==> src/rtl/plru_pkg.sv <==
package plru_pkg;
  localparam int NWAYS = 4;
  typedef logic [1:0] way_t;
  typedef logic [3:0] rstate_t;

  // tree bits: [0] lower-pair leaf, [1] root, [2] upper-pair leaf
  function automatic way_t tree_pick(input rstate_t st);
    if (st[1]) return st[2] ? 2'd3 : 2'd2;
    else       return st[0] ? 2'd1 : 2'd0;
  endfunction

  function automatic rstate_t tree_touch(input rstate_t st, input way_t w);
    rstate_t n;
    n = st;
    n[3] = 1'b0;
    if (!w[1]) begin
      n[1] = 1'b1;
      n[0] = ~w[0];
    end else begin
      n[1] = 1'b0;
      n[2] = ~w[0];
    end
    return n;
  endfunction

  function automatic way_t lowest_zero(input logic [3:0] f);
    way_t p;
    p = 2'd0;
    for (int i = NWAYS - 1; i >= 0; i--)
      if (!f[i]) p = 2'(i);
    return p;
  endfunction

  function automatic rstate_t mru_touch(input rstate_t st, input way_t w);
    rstate_t n;
    n = st | (4'b0001 << w);
    if (&n) n = 4'b0001 << w;
    return n;
  endfunction
endpackage

==> src/rtl/plru_state_store.sv <==
module plru_state_store
  import plru_pkg::*;
#(
  parameter int SETS  = 16,
  parameter int SET_W = $clog2(SETS)
) (
  input  logic             clk,
  input  logic             rst_n,
  input  logic [SET_W-1:0] rd_set,
  output rstate_t          rd_state,
  input  logic             wr_en,
  input  logic [SET_W-1:0] wr_set,
  input  rstate_t          wr_state
);
  rstate_t mem [SETS];

  for (genvar s = 0; s < SETS; s++) begin : g_set
    always_ff @(posedge clk or negedge rst_n) begin
      if (!rst_n)                                mem[s] <= '0;
      else if (wr_en && wr_set == SET_W'(s))     mem[s] <= wr_state;
    end
  end

  assign rd_state = mem[rd_set];
endmodule

==> src/rtl/plru_policy.sv <==
module plru_policy
  import plru_pkg::*;
(
  input  logic    mode_mru,
  input  rstate_t cur,
  input  way_t    touch_way,
  output way_t    pick,
  output rstate_t next
);
  way_t    tree_p, mru_p;
  rstate_t tree_n, mru_n;

  always_comb begin
    tree_p = tree_pick(cur);
    tree_n = tree_touch(cur, touch_way);
    mru_p  = lowest_zero(cur);
    mru_n  = mru_touch(cur, touch_way);
  end

  assign pick = mode_mru ? mru_p : tree_p;
  assign next = mode_mru ? mru_n : tree_n;
endmodule

==> src/rtl/plru_alloc.sv <==
module plru_alloc
  import plru_pkg::*;
(
  input  logic [3:0] way_valid,
  input  way_t       pol_pick,
  output way_t       victim,
  output logic       inv_found
);
  assign inv_found = ~&way_valid;
  assign victim    = inv_found ? lowest_zero(way_valid) : pol_pick;
endmodule

==> src/rtl/plru_victim_sel.sv <==
module plru_victim_sel
  import plru_pkg::*;
#(
  parameter int SETS  = 16,
  localparam int SET_W = $clog2(SETS)
) (
  input  logic             clk,
  input  logic             rst_n,
  input  logic             mode_mru,
  input  logic             acc_valid,
  input  logic [SET_W-1:0] acc_set,
  input  logic             acc_hit,
  input  logic [1:0]       acc_hit_way,
  input  logic [3:0]       way_valid,
  input  logic [3:0]       way_dirty,
  output logic [1:0]       victim_way,
  output logic             wb_needed
);
  rstate_t st_cur, st_next;
  way_t    pol_pick, victim, touch_way;
  logic    inv_found, miss_evt, upd_evt;

  assign miss_evt  = acc_valid & ~acc_hit;
  assign upd_evt   = acc_valid;
  assign touch_way = acc_hit ? acc_hit_way : victim;

  plru_state_store #(.SETS(SETS), .SET_W(SET_W)) u_store (
    .clk(clk), .rst_n(rst_n),
    .rd_set(acc_set), .rd_state(st_cur),
    .wr_en(upd_evt), .wr_set(acc_set), .wr_state(st_next)
  );

  plru_policy u_pol (
    .mode_mru(mode_mru), .cur(st_cur), .touch_way(touch_way),
    .pick(pol_pick), .next(st_next)
  );

  plru_alloc u_alloc (
    .way_valid(way_valid), .pol_pick(pol_pick),
    .victim(victim), .inv_found(inv_found)
  );

  assign victim_way = victim;
  assign wb_needed  = miss_evt & way_valid[victim] & way_dirty[victim];
endmodule

==> config.mk <==
export PLATFORM = sky130hd
export DESIGN_NAME = plru_victim_sel
export DESIGN_NICKNAME = d
export VERILOG_FILES = /design/src/rtl/plru_pkg.sv /design/src/rtl/plru_state_store.sv /design/src/rtl/plru_policy.sv /design/src/rtl/plru_alloc.sv /design/src/rtl/plru_victim_sel.sv
export SDC_FILE = /design/constraint.sdc
export NUM_CORES = 1
export LEC_CHECK = 0
export BUFFER_PORTS_ARGS = -buffer_cell sky130_fd_sc_hd__buf_4
export CORE_MARGIN = 3
export CORE_UTILIZATION = 63
export CTS_BUF_LIST = sky130_fd_sc_hd__clkbuf_8
export CTS_CLUSTER_SIZE = 8
export DETAILED_ROUTE_END_ITERATION = 8
export GPL_ROUTABILITY_DRIVEN = 0
export GPL_TIMING_DRIVEN = 0
export PLACE_DENSITY_LB_ADDON = 0.08
export SLEW_MARGIN = 20
export SYNTH_ARGS = -nofsm -noshare
export SYNTH_HDL_FRONTEND = slang
export SYNTH_HIERARCHICAL = 1
export SYNTH_SLANG_ARGS = --single-unit
export TNS_END_PERCENT = 5
==> constraint.sdc <==
create_clock -name clk -period 5.5 [get_ports clk]
set_clock_uncertainty 0.15 [all_clocks]
set_input_delay 1.375 -clock clk [delete_from_list [all_inputs] [get_ports clk]]
set_output_delay 1.375 -clock clk [all_outputs]
set_load 0.1 [all_outputs]
==> qor.csv <==
metric;value;unit
endpoints failing setup;1;
met3 usage;7.91;%
I/O Buffers;21;
Max Cap Viol;0;
GRT Max-Usage Layer;met2;
Fin. Hold Viols;0;
Top reg by flops;u_store/mem;
die area;6160;um2
Power per Cell Area;373;nW/um2
antenna-violating nets left;0;
max reg flops;64;
cts bufs inserted;9;
Overall Power;1.45;mW
Worst slew margin;47.2;%
hold_buf cts;0;
Tmin final;5.56;ns
final worst path period share;101;%
largest net degree at the start of global routing;65;
reg2reg end;u_store/mem[17];
Clock Power Share;28.3;%
Hold Crit Start;u_store/mem[14];
Placed Cells;329;
Congestion Overflow GR;0;
H-tree lvl count;3;
sequential power share;45.8;%
hold path endpoint;u_store/mem[14];
setup TNS;-0.0566;ns
Worst Hold Path Cells;1;
initial antenna violation count;0;
combinational group share of total power;25.9;%
DR iter-0 viols;117;
failing checks;setup timing;
leak pwr;1.75;nW
critical path launch point type;input port;
met1 Resource Use GR;33.3;%
P_int;1.02;mW
DRC;0;
Via density;6.52;
number of global-route vias before repair;2317;
post-DP HPWL;4950;um
r2r worst-path depth;14;
CP Capture Type;output port;
Pre-Repair DR Iteration Count;4;
RSZ-0062 raised after global routing;yes;
Setup Crit Path Kind;input port to output port;
VDD IR-drop max;271;uV
n_diodes;0;
pins over their slew limit;0;
Synth Net Count;260;
# clock sinks;64;
GR Util All Layers;26.7;%
area post-placement;3600;um2
TritonCTS clock tree;done;
Worst R2R Setup Slack;1.21;ns
Regs by FF count;u_store/mem (64);
Post-Syn Area;3310;um2
WL/cell;21.5;um
Critical Path AT;4.03;ns
fin cells;348;
Worst EP required;3.97;ns
worst-skew pair later-pin latency;0.34;ns
Post-Route Utilization;79.1;%
Clock Tree Buf Depth;2;
Cell Rows;25;
status;finished with violations;
worst setup margin;-0.0566;ns
vias;2270;
Worst-Margin Slew;0.793;ns
starting density of the core;67.4;%
syn_area_per_cell;13.7;um2
final instance area;3880;um2
WL final;7490;um
core area;4910;um2
Worst-path clk slew;0.07;ns
P_sw;0.429;mW
sw frac;29.6;%
first-pass GRT wire length;12100;um
share of layout cells above drive strength 1;47.0;%
NumNets Final;295;
hold crit path type;register to register;
Die Ht;78.5;um
Top Ports;22;
P&R area growth vs syn;17.4;%
CP max FO;7;
chip width;78.5;um
GR Util met2;42.1;%
Max Clock Freq;0.180;GHz
Post-Synthesis Cells;241;
synthesis warning total;6;
CTS root buffer;clkbuf_8;
R2R Path Start;u_store/mem[57];
==> placed cells by master, fill, tap and decap left out, types with 2 or more instances in the layout <==
cell type	n
mux2_2	64
dfrtp_1	64
buf_4	25
nand2_1	15
nor2_1	12
mux4_1	11
clkbuf_8	10
nand3_1	8
inv_1	6
nand3b_1	5
mux4_2	5
nand2b_1	5
a22oi_2	4
nand3_2	4
o21ai_0	3
clkbuf_1	3
mux2_1	2
o211ai_1	2
clkinvlp_4	2
buf_6	2
o31ai_2	2
buf_12	2
nor2b_1	2
==> routing by layer <==
layer / wire length (um) / part of all wire, %
met5: 0 / 0
met1: 3190 / 43
met2: 3640 / 49
met3: 505 / 6.7
met4: 160 / 2.1
==> how the worst max path moves through the flow <==
stage                    start              end  slack, ns  depth (start not counted)
floorplan           acc_set[0]        wb_needed      -0.78                         12
global route        acc_set[0]        wb_needed      -0.23                         13
finish              acc_set[0]        wb_needed      -0.06                         12
CTS                 acc_set[0]        wb_needed      0.009                         15
global placement    acc_set[1]  u_store/mem[31]      -0.33                         18
detailed placement  acc_set[1]  u_store/mem[17]      -0.39                         18
==> area by class of cell <==
type / count / area, um2
buffer: 8 / 75.1
timing repair buffer: 25 / 191
multi-input combinational: 162 / 1700
clock buffer: 10 / 138
sequential: 64 / 1600
tap: 67 / 83.8
inverter: 6 / 22.5
clock inverter: 6 / 67.6
fill: 303 / 1030
==> critical path, stage by stage <==
cell and delay [ns]:
buf_4 0.13, buf_12 0.14, mux4_1 0.61, a22oi_2 0.29, nand3_2 0.20, a21boi_1 0.19, inv_1 0.09, a31oi_4 0.11
and3b_1 0.24, a311oi_2 0.06, nor4bb_4 0.32, buf_6 0.26
==> stage by stage <==
step	hold WS, ns	setup slack [ns]
after detailed placement	0.337	-0.392
after CTS	0.357	0.00906
after global routing	0.371	-0.225
final	0.354	-0.0566
after global placement	0.329	-0.332
after floorplan	0.320	-0.776
==> timing repair <==
item / CTS / global route
setup endpoints to repair: 21 / 41
pin swaps: 5 / 0
resized for setup: 11 / 6
setup buffers: 4 / 0
cloned: 0 / 0
endpoints found under the hold margin: 0 / 0
==> power groups by stage <==
stage          Sequential (mW)  Combinational (mW)  Clock (mW)
2_1_floorplan            0.639               0.265           0
3_3_place_gp             0.657               0.336           0
3_5_place_dp             0.667               0.349           0
4_1_cts                  0.660               0.366       0.419
5_1_grt                  0.677               0.406       0.436
6_report                 0.663               0.376       0.410
Note: power is estimated with default switching activity, not from simulation.
